===== src/rtl/irq_pkg.sv =====
package irq_pkg;
    typedef enum logic {
        ST_IDLE    = 1'b0,
        ST_SERVICE = 1'b1
    } svc_state_e;
endpackage


===== src/rtl/irq_pend_bank.sv =====
// One pending flag per slot: set by a trigger pulse, cleared on acknowledge.
// A trigger arriving in the clear cycle keeps the flag set.
module irq_pend_bank #(
    parameter int N = 26
) (
    input  logic         clk,
    input  logic         rst,
    input  logic [N-1:0] trig,
    input  logic [N-1:0] clr,
    output logic [N-1:0] pend
);
    for (genvar g = 0; g < N; g++) begin : g_flag
        always_ff @(posedge clk) begin
            if (rst)
                pend[g] <= 1'b0;
            else if (trig[g])
                pend[g] <= 1'b1;
            else if (clr[g])
                pend[g] <= 1'b0;
        end
    end
endmodule


===== src/rtl/irq_prio_enc.sv =====
// Fixed priority: the lowest set bit wins.
module irq_prio_enc #(
    parameter int N  = 26,
    parameter int IW = 5
) (
    input  logic [N-1:0]  req,
    output logic          any,
    output logic [IW-1:0] idx
);
    always_comb begin
        any = 1'b0;
        idx = '0;
        for (int i = N - 1; i >= 0; i--) begin
            if (req[i]) begin
                any = 1'b1;
                idx = IW'(i);
            end
        end
    end
endmodule


===== src/rtl/irq_vec_ctrl.sv =====
module irq_vec_ctrl
    import irq_pkg::*;
#(
    parameter int NSLOT = 26,
    parameter int VEC_W = 16,
    parameter int IDX_W = 5
) (
    input  logic             clk,
    input  logic             rst,
    input  logic             rst_req,
    input  logic [NSLOT-2:0] src_trig,
    input  logic             en_we,
    input  logic [NSLOT-2:0] en_wdata,
    input  logic             gie_set,
    input  logic             gie_clr,
    input  logic             reti,
    input  logic             irq_take,
    output logic             irq_valid,
    output logic [VEC_W-1:0] irq_vector,
    output logic [IDX_W-1:0] irq_index,
    output logic [NSLOT-1:0] irq_ack
);
    localparam int NSRC = NSLOT - 1;

    svc_state_e       state_q, state_d;
    logic [NSRC-1:0]  en_q;
    logic             gie_q;
    logic [NSLOT-1:0] pend, trig_all, clr_all, elig;
    logic             any;
    logic [IDX_W-1:0] win;
    logic             mask_ok, taking;

    assign trig_all = {src_trig, rst_req};
    assign mask_ok  = gie_q && (state_q == ST_IDLE);
    assign elig     = pend & {({NSRC{mask_ok}} & en_q), 1'b1};
    assign taking   = irq_take && any;
    assign clr_all  = taking ? (NSLOT'(1) << win) : '0;

    irq_pend_bank #(.N(NSLOT)) u_pend (
        .clk  (clk),
        .rst  (rst),
        .trig (trig_all),
        .clr  (clr_all),
        .pend (pend)
    );

    irq_prio_enc #(.N(NSLOT), .IW(IDX_W)) u_enc (
        .req (elig),
        .any (any),
        .idx (win)
    );

    // Next-state logic
    always_comb begin
        state_d = state_q;
        unique case (state_q)
            ST_IDLE:    if (taking) state_d = ST_SERVICE;
            ST_SERVICE: if (taking) state_d = ST_SERVICE;
                        else if (reti) state_d = ST_IDLE;
            default:    state_d = ST_IDLE;
        endcase
    end

    // State, enables, global flag and acknowledge registers
    always_ff @(posedge clk) begin
        if (rst) begin
            state_q <= ST_IDLE;
            en_q    <= '0;
            gie_q   <= 1'b0;
            irq_ack <= '0;
        end else begin
            state_q <= state_d;
            irq_ack <= clr_all;
            if (en_we)
                en_q <= en_wdata;
            if (taking || gie_clr)
                gie_q <= 1'b0;
            else if (gie_set || reti)
                gie_q <= 1'b1;
        end
    end

    // Offer outputs
    always_comb begin
        irq_valid  = any;
        irq_index  = any ? win : '0;
        irq_vector = any ? (VEC_W'(win) << 1) : '0;
    end
endmodule


===== config.mk =====
export PLATFORM = sky130hd
export DESIGN_NAME = irq_vec_ctrl
export DESIGN_NICKNAME = d
export VERILOG_FILES = /design/src/rtl/irq_pkg.sv /design/src/rtl/irq_pend_bank.sv /design/src/rtl/irq_prio_enc.sv /design/src/rtl/irq_vec_ctrl.sv
export SDC_FILE = /design/constraint.sdc
export NUM_CORES = 1
export LEC_CHECK = 0
export ABC_AREA = 1
export BUFFER_PORTS_ARGS = -buffer_cell sky130_fd_sc_hd__buf_2
export CORE_AREA = 4 4 90 92
export DETAILED_ROUTE_END_ITERATION = 6
export DIE_AREA = 0 0 94 96
export PLACE_DENSITY = 0.82
export SLEW_MARGIN = 5
export SYNTH_ARGS = -nofsm -noshare
export SYNTH_HDL_FRONTEND = slang
export SYNTH_HIERARCHICAL = 1
export SYNTH_SLANG_ARGS = --single-unit
export TNS_END_PERCENT = 1

===== constraint.sdc =====
create_clock -name clk -period 4.2 [get_ports clk]
set_clock_uncertainty 0.15 [all_clocks]
set_input_delay 0.63 -clock clk [delete_from_list [all_inputs] [get_ports clk]]
set_output_delay 0.63 -clock clk [all_outputs]
set_load 0.02 [all_outputs]

Word level (Yosys, flattened, before mapping):

Cells that the tools add are included.

* register bits after elaboration: 79
* bits of input ports: 58
* output and inout port bits: 48
* word-level logic and storage cells: 176

* shift operators: 1
* mux-type cells: 111
* bitwise logic cells: 3
* reductions and logical operators: 31

Operators by type and width (number)
* two-way mux 5 bit: 27
* two-way mux 1 bit: 81
* nonzero test 2 bit: 26
* AND 26 bit: 1
* two-way mux 26 bit: 1
* << shifter 1 x 5 -> 26 bit (first input constant): 1
* AND 25 bit: 1
* two-way mux 6 bit: 1
* logical AND 1 bit: 2
* logical OR 1 bit: 2
* case mux 1 bit (2 select lines): 1
* OR reduction 2 bit: 1
* inverter 1 bit: 1

Depth between registers and ports, before layout:

Gate-level depths: netlist of run 1.

* word-level depth: 34
* mapped depth: 38
* mapped depth without buffers: 36

Hierarchy:

Netlist of run 1, hierarchy kept.

Modules (own cells, without submodules)
* irq_vec_ctrl: instances 1, cells an instance 324, area an instance 2268.4 um2, sequential area each 1061.0 um2
* irq_pend_bank: instances 1, cells an instance 133, area an instance 1084.8 um2, sequential area each 520.5 um2
* irq_prio_enc: instances 1, cells an instance 85, area an instance 367.9 um2, sequential area each 0.0 um2

Worst setup path after synthesis of run 1:

No wires, ideal clock.

* kind: register -> output
* start point: reg state_q
* end point: out irq_vector[1]
* data arrival time: 2.508 ns
* data required time: 3.420 ns
* setup slack: 0.912 ns
* stages on the path, launching flop included: 34
* path through: dfxtp_1 inv_1 nand2_1 clkbuf_1 nor2_1 inv_1 nand2_1 nand2_1 nand2_1 nand2_1 nand2_1 nand2_1 nand2_1 nand2_1 nand2_1 nand2_1 nand2_1 nand2_1 nand2_1 nand2_1 nand2_1 nand2_1 nand2_1 nand2_1 nand2_1 nand2_1 nand2_1 nand2_1 nand2_1 a21oi_2 buf_2 nand2_1 inv_1 buf_4

* elaborated cells on any way between the ends: 57
* those cells by class: mux: 53; bitwise: 3; reduce/logical: 1

RTL lines
* start, declared: RTL line irq_vec_ctrl.sv:25 `svc_state_e state_q, state_d;`
* start signal, assigned: RTL line irq_vec_ctrl.sv:72 `state_q <= state_d;`
* inverter 1 bit
* logical AND 1 bit: RTL line irq_vec_ctrl.sv:34 `assign mask_ok = gie_q && (state_q == ST_IDLE);`
* AND 25 bit: RTL line irq_vec_ctrl.sv:35 `assign elig = pend & {({NSRC{mask_ok}} & en_q), 1'b1};`
* AND 26 bit: RTL line irq_vec_ctrl.sv:35
* named net elig[24]: RTL line irq_vec_ctrl.sv:28 `logic [NSLOT-1:0] pend, trig_all, clr_all, elig;`
* two-way mux 5 bit (25 in series): RTL line irq_prio_enc.sv:14 `if (req[i]) begin`
* named net win[0]: RTL line irq_vec_ctrl.sv:30 `logic [IDX_W-1:0] win;`
* two-way mux 6 bit: RTL line irq_vec_ctrl.sv:87 `irq_vector = any ? (VEC_W'(win) << 1) : '0;`
* end, declared: RTL line irq_vec_ctrl.sv:19 `output logic [VEC_W-1:0] irq_vector,`

The timed path passes the listed nets, and every way through them passes these cells.

Worst setup path after layout of run 1:

* start point: reg state_q
* end point: out irq_index[0]

* elaborated cells on any way between the ends: 57
* those cells by class: mux: 53; bitwise: 3; reduce/logical: 1

RTL lines
* inverter 1 bit
* logical AND 1 bit: RTL line irq_vec_ctrl.sv:34
* AND 25 bit: RTL line irq_vec_ctrl.sv:35
* AND 26 bit: RTL line irq_vec_ctrl.sv:35
* named net elig[17]: RTL line irq_vec_ctrl.sv:28
* two-way mux 5 bit (18 in series): RTL line irq_prio_enc.sv:14
* named net win[0]: RTL line irq_vec_ctrl.sv:30
* two-way mux 5 bit: RTL line irq_vec_ctrl.sv:86 `irq_index = any ? win : '0;`
* end, declared: RTL line irq_vec_ctrl.sv:20 `output logic [IDX_W-1:0] irq_index,`

The timed path passes the listed nets, and every way through them passes these cells.

==> results.txt, run 1 <==
----------------------------------------------------
[Synth]
  Synth cell count leaders ... sky130_fd_sc_hd__nor2_1, sky130_fd_sc_hd__nand2_1, sky130_fd_sc_hd__inv_1
  Adder and majority cell fraction of the synthesized area ... 0%
  Combinational family with the most area after synthesis ... simple AND/OR/NAND/NOR gates
  Most common cell in the netlist ... sky130_fd_sc_hd__nor2_1
  FFs w/ async S/R, synth ... 0%
  Register area share after synthesis ... ~43%
  Flip-flop and latch count after synthesis ... 79
  Mux cell area share after synthesis ... 0%
  Total of warnings raised by yosys ... 6
  Mapped cell area ... between 3000 and 4000 um^2
  Yosys cell types ... 30
  EDFF count, synth ... 0
  Synthesized-area fraction occupied by ao, oa, aoi and oai cells ... between 10% and 20%
  Simple-gate area share of the yosys netlist ... between 20 and 30%
  Fraction of post-synthesis cell area in the top cell type by area ... a little over two fifths
  Synth Area per Inst ... approximately 6.9 um^2
  Gate Count Post-Synth ... between 500 and 600
  Xor and xnor area share after synthesis ... 0%
  Synth Flop Type ... sky130_fd_sc_hd__dfxtp_1
  Cell types occupying the most area after synthesis ... sky130_fd_sc_hd__dfxtp_1, sky130_fd_sc_hd__nor2_1, sky130_fd_sc_hd__nand2_1
  Largest area contributor in the netlist ... sky130_fd_sc_hd__dfxtp_1

[Power and ir drop]
  P per Cell Area ... approximately 370 nW/um^2
  Peak VDD IR ... around 270 uV
  Total power ... approximately 1.6 mW
  Static Leak ... ~2.2 nW

[Cells and area]
  Area occupied by multi-input gates ... 1540 um^2
  Fraction of final layout cells sized beyond drive strength 1 ... roughly a quarter
  Layout-stage area growth over the synthesis result ... 16.3%
  Antenna diodes ... 0
  Storage cell area ... 1580 um^2
  Number of nets in the layout ... 683
  Post-Layout Inst Area ... 4330 um^2
  Filler instances ... between 700 and 800

[STA]
  Setup repair after global routing missed its margin ... false
  Number of slew-limit violations in the final report ... 0
  Max-slew headroom at the worst pin ... a little over two fifths
  Worst-Margin Slew ... between 0.8 and 0.9 ns
  Fin crit period ... between 3 and 4 ns
  Max frequency ... between 0.2 and 0.3 GHz
  Number of endpoints with negative hold slack in the final report ... 0
  Final period utilization ... around 90%
  Setup_tns ... 0 ns
  Final setup fails ... 0

[CTS]
  Count of cells resized by post-cts repair ... 0
  CTS tree ... done
  CTS Hold Bufs ... 0
  Clock transition at path regs ... about 0.090 ns
  Count of H-tree levels built during CTS ... 3
  Clock Tree Root ... sky130_fd_sc_hd__clkbuf_8
  Inserted Clock Buffers ... 9
  Setup repair bufs after CTS ... 0
  Clock latency on the worst-skew pair ... approximately 0.36 ns
  Clock sink count ... 79
  Maximum clock path buffer count ... 2

[Hold path]
  Hold Path Class ... reg -> reg
  Hold Crit Depth ... 2
  Hold Crit Start ... u_pend/pend[1]$_SDFFE_PP0P_

[Die]
  Floorplan die area ... 9020 um^2
  Total I/O pin count ... 106
  Chip Height ... 96 um
  Total number of placement rows ... 31
  Starting density of the core ... 51.6%
  Core region area ... roughly 7200 um^2
  Die width ... ~94 um

[Status]
  Run status ... finished clean

[Critical path]
  Register-to-register path setup slack ... slightly below 0.9 ns
  Critical register-to-register path startpoint ... state_q$_SDFF_PP0_
  CP Launch Point ... state_q$_SDFF_PP0_
  Worst setup SP type ... register
  Worst EP required ... ~3.4 ns
  Crit Path Category ... reg -> out
  Cell mode on critical path ... sky130_fd_sc_hd__nand2_1
  Crit path arrival time ... between 3 and 4 ns
  Max incr delay on CP ... ~0.36 ns
  Slowest cell on the critical path ... sky130_fd_sc_hd__a21oi_2
  Crit Path Max Fanout ... 15
  Logic depth of the worst register-to-register path ... 30
  Kind of end point of the critical path ... primary output
  Reg2Reg Capture Point ... u_pend/pend[6]$_SDFFE_PP0P_
  Capturing instance or port of the critical path ... irq_index[0]

[Place]
  Cell area after placement ... just over 4000 um^2
  Detailed placer's ending HPWL ... slightly below 7000 um
  Port Buffer Count ... 94
  Placer Congestion ... between 0.9 and 1

[Drt]
  Post-route DRC ... 0
  Antenna Nets Post-Route ... 0
  Number of iterations in the first detailed-routing pass ... 4
  Number of vias per cell after detailed routing ... around 4.7
  Routed wire per std cell ... ~12 um
  WL met2 ... just over 4000 um
  Vias ... 3402
  1st-iter DRT viols ... around 260
  Met3 WL ... 564 um
  Met1 layer wirelength in the final routing ... around 3900 um
  Routed wire length ... ~9000 um
  Max Used Layer ... met4

[Global route]
  Maximum number of pins on one net before global-route repair ... 55
  Initial antenna violation count ... 0
  Global-route wire length before repair ... around 14000 um
  Global route overflow ... 0
  Total global-route track usage ... around a fifth
  Number of global-route vias before repair ... 3277

[Flow run]
  Max-cap check violation count ... 0

----------------------------------------------------
-- sequential cells by signal, indices dropped and copies added (netlist names) --
| register | count |
|---|---|
| irq_ack | 26 |
| state_q | 1 |
| gie_q | 1 |
| en_q | 25 |
| u_pend/pend | 26 |
-- worst max-delay path, delay by kind of cell (launching register included) --
family	cells	cell delay, ns
and+or+nand+nor	19	1.20
buffers and inverters	5	0.76
AOI/OAI and AO/OA	1	0.36
DFF	1	0.31
-- area by class of cell --
| class | count | share of cell area (%) |
|---|---|---|
| clock inverters | 7 | 1.82 |
| clock buffers | 9 | 2.86 |
| repair buffers | 97 | 11.4 |
| flip-flops and latches | 79 | 36.5 |
| multi-input cells | 338 | 35.5 |
| well taps | 99 | 2.86 |
| inverters | 100 | 8.99 |
-- logic make-up after synthesis --
group                  after synthesis
AOI/OAI and AO/OA                   58
other                                1
buffers and inverters              135
DFF                                 79
and+or+nand+nor                    269
-- worst min path at each step --
stage | to | slack [ns]
after floorplan | u_pend/pend[1]$_SDFFE_PP0P_ | 0.29
after global placement | u_pend/pend[25]$_SDFFE_PP0P_ | 0.30
after detailed placement | u_pend/pend[1]$_SDFFE_PP0P_ | 0.30
after CTS | u_pend/pend[1]$_SDFFE_PP0P_ | 0.31
after global routing | u_pend/pend[1]$_SDFFE_PP0P_ | 0.34
final | u_pend/pend[1]$_SDFFE_PP0P_ | 0.31
-- through the flow --
| stage | instances | hold slack (ns) | worst slack [ns] | utilization [%] |
|---|---|---|---|---|
| final | 729 | 0.312 | 0.413 | 60.0 |
| after detailed placement | 713 | 0.300 | 0.657 | 57.2 |
| after floorplan | 552 | 0.288 | 0.912 | - |
| after CTS | 729 | 0.313 | 0.251 | 60.0 |
| after global routing | 729 | 0.339 | 0.0685 | 60.0 |
| after global placement | 713 | 0.301 | 0.814 | 57.2 |
-- layer usage --
layer  vias up  GRT usage (%)
met1      1502           25.7
met5         -              0
met3        18           3.44
met2       116           33.9
met4         0           9.27
li1       1766              -
-- power by group --
part | total (mW) | internal [mW] | switching (mW) | leakage [nW]
logic | 0.220 | 0.0740 | 0.146 | 1.42
registers | 0.807 | 0.787 | 0.0208 | 0.652
clock network | 0.573 | 0.279 | 0.294 | 0.0925
-- cells in the final DEF (no fill, tap or decap) --
master / count
sky130_fd_sc_hd__a211oi_1: 1
sky130_fd_sc_hd__a21oi_1: 9
sky130_fd_sc_hd__a21oi_2: 19
sky130_fd_sc_hd__a21oi_4: 2
sky130_fd_sc_hd__buf_2: 94
sky130_fd_sc_hd__buf_4: 3
sky130_fd_sc_hd__bufinv_16: 1
sky130_fd_sc_hd__bufinv_8: 1
sky130_fd_sc_hd__clkbuf_8: 9
sky130_fd_sc_hd__clkinv_4: 1
sky130_fd_sc_hd__clkinvlp_4: 3
sky130_fd_sc_hd__conb_1: 11
sky130_fd_sc_hd__dfxtp_1: 79
sky130_fd_sc_hd__inv_1: 92
sky130_fd_sc_hd__inv_2: 7
sky130_fd_sc_hd__inv_6: 2
sky130_fd_sc_hd__nand2_1: 99
sky130_fd_sc_hd__nand2_2: 2
sky130_fd_sc_hd__nand2_4: 1
sky130_fd_sc_hd__nand3_1: 17
sky130_fd_sc_hd__nand3b_1: 1
sky130_fd_sc_hd__nand4_1: 1
sky130_fd_sc_hd__nor2_1: 122
sky130_fd_sc_hd__nor2_2: 1
sky130_fd_sc_hd__nor2_4: 1
sky130_fd_sc_hd__nor3_1: 18
sky130_fd_sc_hd__nor3_2: 2
sky130_fd_sc_hd__nor4_1: 3
sky130_fd_sc_hd__o21a_1: 1
sky130_fd_sc_hd__o21ai_0: 25
sky130_fd_sc_hd__o311ai_1: 1
sky130_fd_sc_hd__or2_2: 1
Note: power is estimated with default switching activity, not from simulation.
==> run 2, diff against run 1 <==
--- a/config.mk
+++ b/config.mk
@@ -7,10 +7,10 @@
 export LEC_CHECK = 0
 export ABC_AREA = 1
 export BUFFER_PORTS_ARGS = -buffer_cell sky130_fd_sc_hd__buf_2
-export CORE_AREA = 4 4 90 92
+export CORE_AREA = 4 4 92 94
 export DETAILED_ROUTE_END_ITERATION = 6
-export DIE_AREA = 0 0 94 96
-export PLACE_DENSITY = 0.82
+export DIE_AREA = 0 0 96 98
+export PLACE_DENSITY = 0.79
 export SLEW_MARGIN = 5
 export SYNTH_ARGS = -nofsm -noshare
 export SYNTH_HDL_FRONTEND = slang
==> run 2 against run 1 <==
  * Routed wire length up 0.65%
  * Critical path depth up 5
  * Combinational power about the same
  * Final cell count up 0.55%
  * First-iteration DRC count down 34%
  * Global-route usage down 0.65 points
  * Total power up 4.4%
  * Register-to-register slack better by 0.06 ns
  * Die area up 4.3%
  * Non-clock buffer count up 1
  * Maximum frequency up 2.0%
  * Cell area up 0.87%
==> results.txt, run 2 (synthesis results as in run 1) <==
----------------------------------------------------
[Status]
  Run status ... finished clean

[Global route]
  Initial antenna violation count ... 0
  Total global-route track usage ... about 20%
  Number of global-route vias before repair ... about 3200
  Global-route wire length before repair ... ~15000 um
  Global route overflow ... 0
  Maximum number of pins on one net before global-route repair ... 36

[Flow run]
  Max-cap check violation count ... 0

[Critical path]
  Max incr delay on CP ... approximately 0.34 ns
  Crit Path Max Fanout ... 11
  Worst EP required ... about 3.4 ns
  Slowest cell on the critical path ... sky130_fd_sc_hd__a21oi_2
  Crit Path Category ... reg -> out
  Cell family with the largest share of critical-path delay ... simple AND/OR/NAND/NOR gates
  Cell mode on critical path ... sky130_fd_sc_hd__nand2_1
  Kind of end point of the critical path ... primary output
  Worst setup SP type ... register
  Bufs and invs on worst path ... 4
  Register-to-register path setup slack ... 0.95 ns
  Crit path arrival time ... between 2 and 3 ns

[STA]
  Final hold slack ... around 0.32 ns
  Final setup fails ... 0
  Worst-Margin Slew ... between 0.6 and 0.7 ns
  Final period utilization ... between 80% and 90%
  Fin crit period ... between 3 and 4 ns
  Setup slack of the critical path after layout ... 0.486 ns
  Setup repair after global routing missed its margin ... false
  Number of slew-limit violations in the final report ... 0
  Max-slew headroom at the worst pin ... a little under three fifths
  Max frequency ... roughly 0.27 GHz
  Setup_tns ... 0 ns
  Number of endpoints with negative hold slack in the final report ... 0

[Power and ir drop]
  Peak VDD IR ... ~160 uV
  P per Cell Area ... approximately 380 nW/um^2
  Static Leak ... approximately 2.2 nW
  Total power ... ~1.7 mW

[CTS]
  Maximum clock path buffer count ... 2
  Setup repair bufs after CTS ... 0
  Clock latency on the worst-skew pair ... 0.36 ns
  CTS Hold Bufs ... 0
  Count of H-tree levels built during CTS ... 3
  Clock transition at path regs ... 0.08 ns
  Clock Tree Root ... sky130_fd_sc_hd__clkbuf_8
  Inserted Clock Buffers ... 9
  CTS tree ... done
  Count of cells resized by post-cts repair ... 0
  Clock sink count ... between 70 and 80

[Cells and area]
  Layout-stage area growth over the synthesis result ... 17.4%
  Top flop regs ... irq_ack (26), u_pend/pend (26), en_q (25)
  Fin util ... a little under three fifths
  Post-Layout Inst Area ... about 4400 um^2
  Area occupied by multi-input gates ... 1540 um^2
  Storage cell area ... between 1500 and 2000 um^2
  Filler instances ... about 780
  Most used cells in the layout excluding fill and tap cells ... sky130_fd_sc_hd__nor2_1, sky130_fd_sc_hd__nand2_1, sky130_fd_sc_hd__buf_2, sky130_fd_sc_hd__inv_1, sky130_fd_sc_hd__dfxtp_1
  Antenna diodes ... 0
  Number of nets in the layout ... ~700
  Fraction of final layout cells sized beyond drive strength 1 ... 23.8%
  Leading cell type in the layout, fill and taps excluded ... sky130_fd_sc_hd__nor2_1
  Non-filler cells in the finished layout ... approximately 730

[Place]
  Detailed placer's ending HPWL ... about 7000 um
  Cell area after placement ... ~4100 um^2
  Pre-CTS WS ... between 0.8 and 0.9 ns
  Port Buffer Count ... 94
  Placer Congestion ... 0.965
  Cells after DPL ... around 720

[Drt]
  1st-iter DRT viols ... between 150 and 200
  Number of iterations in the first detailed-routing pass ... 5
  Vias ... ~3400
  Routed wire length ... around 9000 um
  Post-route DRC ... 0
  Antenna Nets Post-Route ... 0
  Number of vias per cell after detailed routing ... 4.69
  Routed wire per std cell ... about 12 um

[Die]
  Total I/O pin count ... about 110
  Core region area ... 7650 um^2
  Die width ... 96 um
  Chip Height ... roughly 100 um
  Starting density of the core ... roughly half
  Floorplan die area ... between 9000 and 10000 um^2
  Total number of placement rows ... 32

[Hold path]
  Hold Path Class ... reg -> reg

----------------------------------------------------
## run 2: changes by cell type in the layout (fill, tap and decap cells not counted), sizes merged
cell | before | now
clkbuf | 9 | 11
bufinv | 2 | 3
inv | 101 | 99
clkinvlp | 3 | 2
buf | 97 | 98
## run 2: worst min-delay path, stage by stage, from the launching register on
cell,delay (ns)
sky130_fd_sc_hd__dfxtp_1,0.32
sky130_fd_sc_hd__nand2_1,0.06
sky130_fd_sc_hd__a21oi_1,0.05
## run 2: area by class of cell
type	count	area share, %
Timing Repair Buffer	98	11.5
Tap cell	102	2.92
Inverter	100	8.91
Clock inverter	5	1.83
Clock buffer	11	3.47
Multi-Input combinational cell	338	35.2
Sequential cell	79	36.2
## run 2: path summary, 6_finish.rpt
kind | from | endpoint | cells after the start
worst min register to register | u_pend/pend[12]$_SDFFE_PP0P_ | u_pend/pend[12]$_SDFFE_PP0P_ | 2
worst min-delay path | u_pend/pend[12]$_SDFFE_PP0P_ | u_pend/pend[12]$_SDFFE_PP0P_ | 2
worst max register to register | state_q$_SDFF_PP0_ | u_pend/pend[5]$_SDFFE_PP0P_ | 34
worst max-delay path | state_q$_SDFF_PP0_ | irq_vector[1] | 30
## run 2: power breakdown
group / internal [mW] / switching, mW / leakage, nW
clock: 0.366 / 0.277 / 0.112
combinational: 0.0746 / 0.146 / 1.43
sequential: 0.787 / 0.0205 / 0.652
total: 1.23 / 0.444 / 2.19
## run 2: metal layers
metal,track usage [%],up-vias,wire (um)
met5,0,-,0
met4,8.32,0,204
met3,3.16,14,536
met2,31.8,123,4130
met1,25.7,1537,3990
li1,-,1764,-
==> run 3, diff against run 2 <==
--- a/config.mk
+++ b/config.mk
@@ -11,6 +11,7 @@
 export DETAILED_ROUTE_END_ITERATION = 6
 export DIE_AREA = 0 0 96 98
 export PLACE_DENSITY = 0.79
+export RECOVER_POWER = 25
 export SLEW_MARGIN = 5
 export SYNTH_ARGS = -nofsm -noshare
 export SYNTH_HDL_FRONTEND = slang
==> run 3 against run 2 <==
  * Cell area decreased by 0.77%
  * Routed wire length rose by 0.79%
  * Via count decreased by 0.26%
  * Maximum frequency down 0.22%
  * Sequential share of layout area up 0.28 points
  * Critical path depth did not move
  * Sequential power barely moved
  * Hold slack hardly changed
  * Count of clock-buffer cells in the layout stayed put
  * Sequential cell count did not move
  * Highest routed layer unchanged
==> results.txt, run 3 (synthesis results as in run 1) <==
----------------------------------------------------
[Status]
  Run status ... finished clean

[Cells and area]
  Most used cells in the layout excluding fill and tap cells ... sky130_fd_sc_hd__nor2_1, sky130_fd_sc_hd__nand2_1, sky130_fd_sc_hd__inv_1, sky130_fd_sc_hd__dfxtp_1, sky130_fd_sc_hd__buf_2
  Area occupied by multi-input gates ... between 1500 and 2000 um^2
  Fraction of final layout cells sized beyond drive strength 1 ... between 10% and 20%
  Layout-stage area growth over the synthesis result ... 16.4%
  Storage cell area ... between 1500 and 2000 um^2
  Top flop regs ... irq_ack (26), u_pend/pend (26), en_q (25)
  Filler instances ... around 800
  Post-Layout Inst Area ... ~4300 um^2
  Number of nets in the layout ... just under 700
  Antenna diodes ... 0
  Leading cell type in the layout, fill and taps excluded ... sky130_fd_sc_hd__nor2_1

[STA]
  Final setup fails ... 0
  Number of endpoints with negative hold slack in the final report ... 0
  Fin crit period ... about 3.7 ns
  Setup_tns ... 0 ns
  Number of slew-limit violations in the final report ... 0
  Max frequency ... ~0.27 GHz
  Worst-Margin Slew ... 1.45 ns
  Setup repair after global routing missed its margin ... false
  Final period utilization ... between 80% and 90%
  Max-slew headroom at the worst pin ... 3.40%

[CTS]
  Inserted Clock Buffers ... 9
  CTS tree ... done
  Clock latency on the worst-skew pair ... approximately 0.36 ns
  Count of H-tree levels built during CTS ... 3
  Maximum clock path buffer count ... 2
  Clock transition at path regs ... about 0.08 ns
  Clock sink count ... 79
  Count of cells resized by post-cts repair ... 0
  Clock Tree Root ... sky130_fd_sc_hd__clkbuf_8
  Setup repair bufs after CTS ... 0
  CTS Hold Bufs ... 0

[Drt]
  1st-iter DRT viols ... approximately 150
  Vias ... between 3000 and 4000
  Post-route DRC ... 0
  Number of iterations in the first detailed-routing pass ... 5
  Antenna Nets Post-Route ... 0
  Routed wire length ... about 8900 um
  Routed wire per std cell ... between 10 and 15 um
  Number of vias per cell after detailed routing ... between 4 and 5

[Global route]
  Met2 Use GR ... 31.8%
  Met1 Resource Use GR ... 25.7%
  Most Used Layer, Global Route ... met2
  Global route overflow ... 0
  Total global-route track usage ... between 10% and 20%
  Number of global-route vias before repair ... around 3200
  Initial antenna violation count ... 0
  GRT met3 Usage ... 3.16%
  Global-route wire length before repair ... 14600 um
  Maximum number of pins on one net before global-route repair ... 36

[Critical path]
  Slowest cell on the critical path ... sky130_fd_sc_hd__a21oi_2
  Logic depth of the worst register-to-register path ... 34
  Capturing instance or port of the critical path ... irq_vector[1]
  Worst setup SP type ... register
  Reg2Reg Capture Point ... u_pend/pend[5]$_SDFFE_PP0P_
  Max incr delay on CP ... 0.35 ns
  Cell mode on critical path ... sky130_fd_sc_hd__nand2_1
  Kind of end point of the critical path ... primary output
  Register-to-register path setup slack ... ~0.9 ns
  Crit Path Category ... reg -> out
  Crit Path Max Fanout ... 11
  CP Launch Point ... state_q$_SDFF_PP0_
  Crit path arrival time ... slightly below 3 ns
  Critical register-to-register path startpoint ... state_q$_SDFF_PP0_
  Worst EP required ... 3.42 ns

[Die]
  Total number of placement rows ... 32
  Core region area ... 7650 um^2
  Starting density of the core ... between 40% and 50%
  Total I/O pin count ... about 110
  Chip Height ... 98 um
  Floorplan die area ... between 9000 and 10000 um^2
  Die width ... about 96 um

[Place]
  Cell area after placement ... a little over 4000 um^2
  Detailed placer's ending HPWL ... around 7000 um
  Placer Congestion ... a little under 1
  Port Buffer Count ... 94

[Power and ir drop]
  Peak VDD IR ... around 160 uV
  Static Leak ... just over 2 nW
  P per Cell Area ... 385 nW/um^2

[Flow run]
  Max-cap check violation count ... 0

[Hold path]
  Hold Path Class ... reg -> reg
  Hold Crit Depth ... 2

----------------------------------------------------
==> run 3: cell types whose count changed in the layout (fill, tap and decap cells not counted) <==
cell	before	now
sky130_fd_sc_hd__buf_2	94	67
sky130_fd_sc_hd__clkbuf_1	0	27
==> run 3: routing by layer <==
metal  wire [um]  part of all wire (%)
met5           0                     0
met2        4170                    47
met3         534                   6.0
met1        4030                    45
met4         204                   2.3
==> run 3: critical path: cells and delay by family (launching register included) <==
kind | cells | cell delay (ns)
AOI/OAI and AO/OA | 1 | 0.35
DFF | 1 | 0.30
buffers and inverters | 4 | 0.35
and+or+nand+nor | 25 | 1.59
==> run 3: cell type report <==
class	count	share of cell area, %
inverters	100	8.98
clock inverters	5	1.85
repair buffers	98	10.8
flip-flops and latches	79	36.5
clock buffers	11	3.49
well taps	102	2.95
multi-input cells	338	35.5
==> run 3: through the flow <==
step	std cells	setup slack [ns]	utilization, %	hold slack (ns)	power, mW
after floorplan	552	0.912	-	0.288	0.991
after global placement	717	0.992	54.1	0.300	1.04
after detailed placement	717	0.881	54.1	0.307	1.04
after CTS	733	0.490	57.1	0.318	1.68
after global routing	733	0.165	56.7	0.329	1.74
final	733	0.478	56.7	0.321	1.67
==> run 3: how the worst min path moves through the flow <==
stage	startpoint	end	slack (ns)
after detailed placement	u_pend/pend[12]$_SDFFE_PP0P_	u_pend/pend[12]$_SDFFE_PP0P_	0.31
final	u_pend/pend[12]$_SDFFE_PP0P_	u_pend/pend[12]$_SDFFE_PP0P_	0.32
after floorplan	u_pend/pend[1]$_SDFFE_PP0P_	u_pend/pend[1]$_SDFFE_PP0P_	0.29
after global routing	u_pend/pend[25]$_SDFFE_PP0P_	u_pend/pend[25]$_SDFFE_PP0P_	0.33
after CTS	u_pend/pend[12]$_SDFFE_PP0P_	u_pend/pend[12]$_SDFFE_PP0P_	0.32
after global placement	u_pend/pend[25]$_SDFFE_PP0P_	u_pend/pend[25]$_SDFFE_PP0P_	0.30
==> run 3: report_power, final <==
group / switching, mW / leakage, nW / internal (mW) / total (mW)
registers: 0.0206 / 0.652 / 0.787 / 0.807
clock network: 0.276 / 0.112 / 0.366 / 0.642
logic: 0.147 / 1.31 / 0.0745 / 0.221
total: 0.443 / 2.07 / 1.23 / 1.67
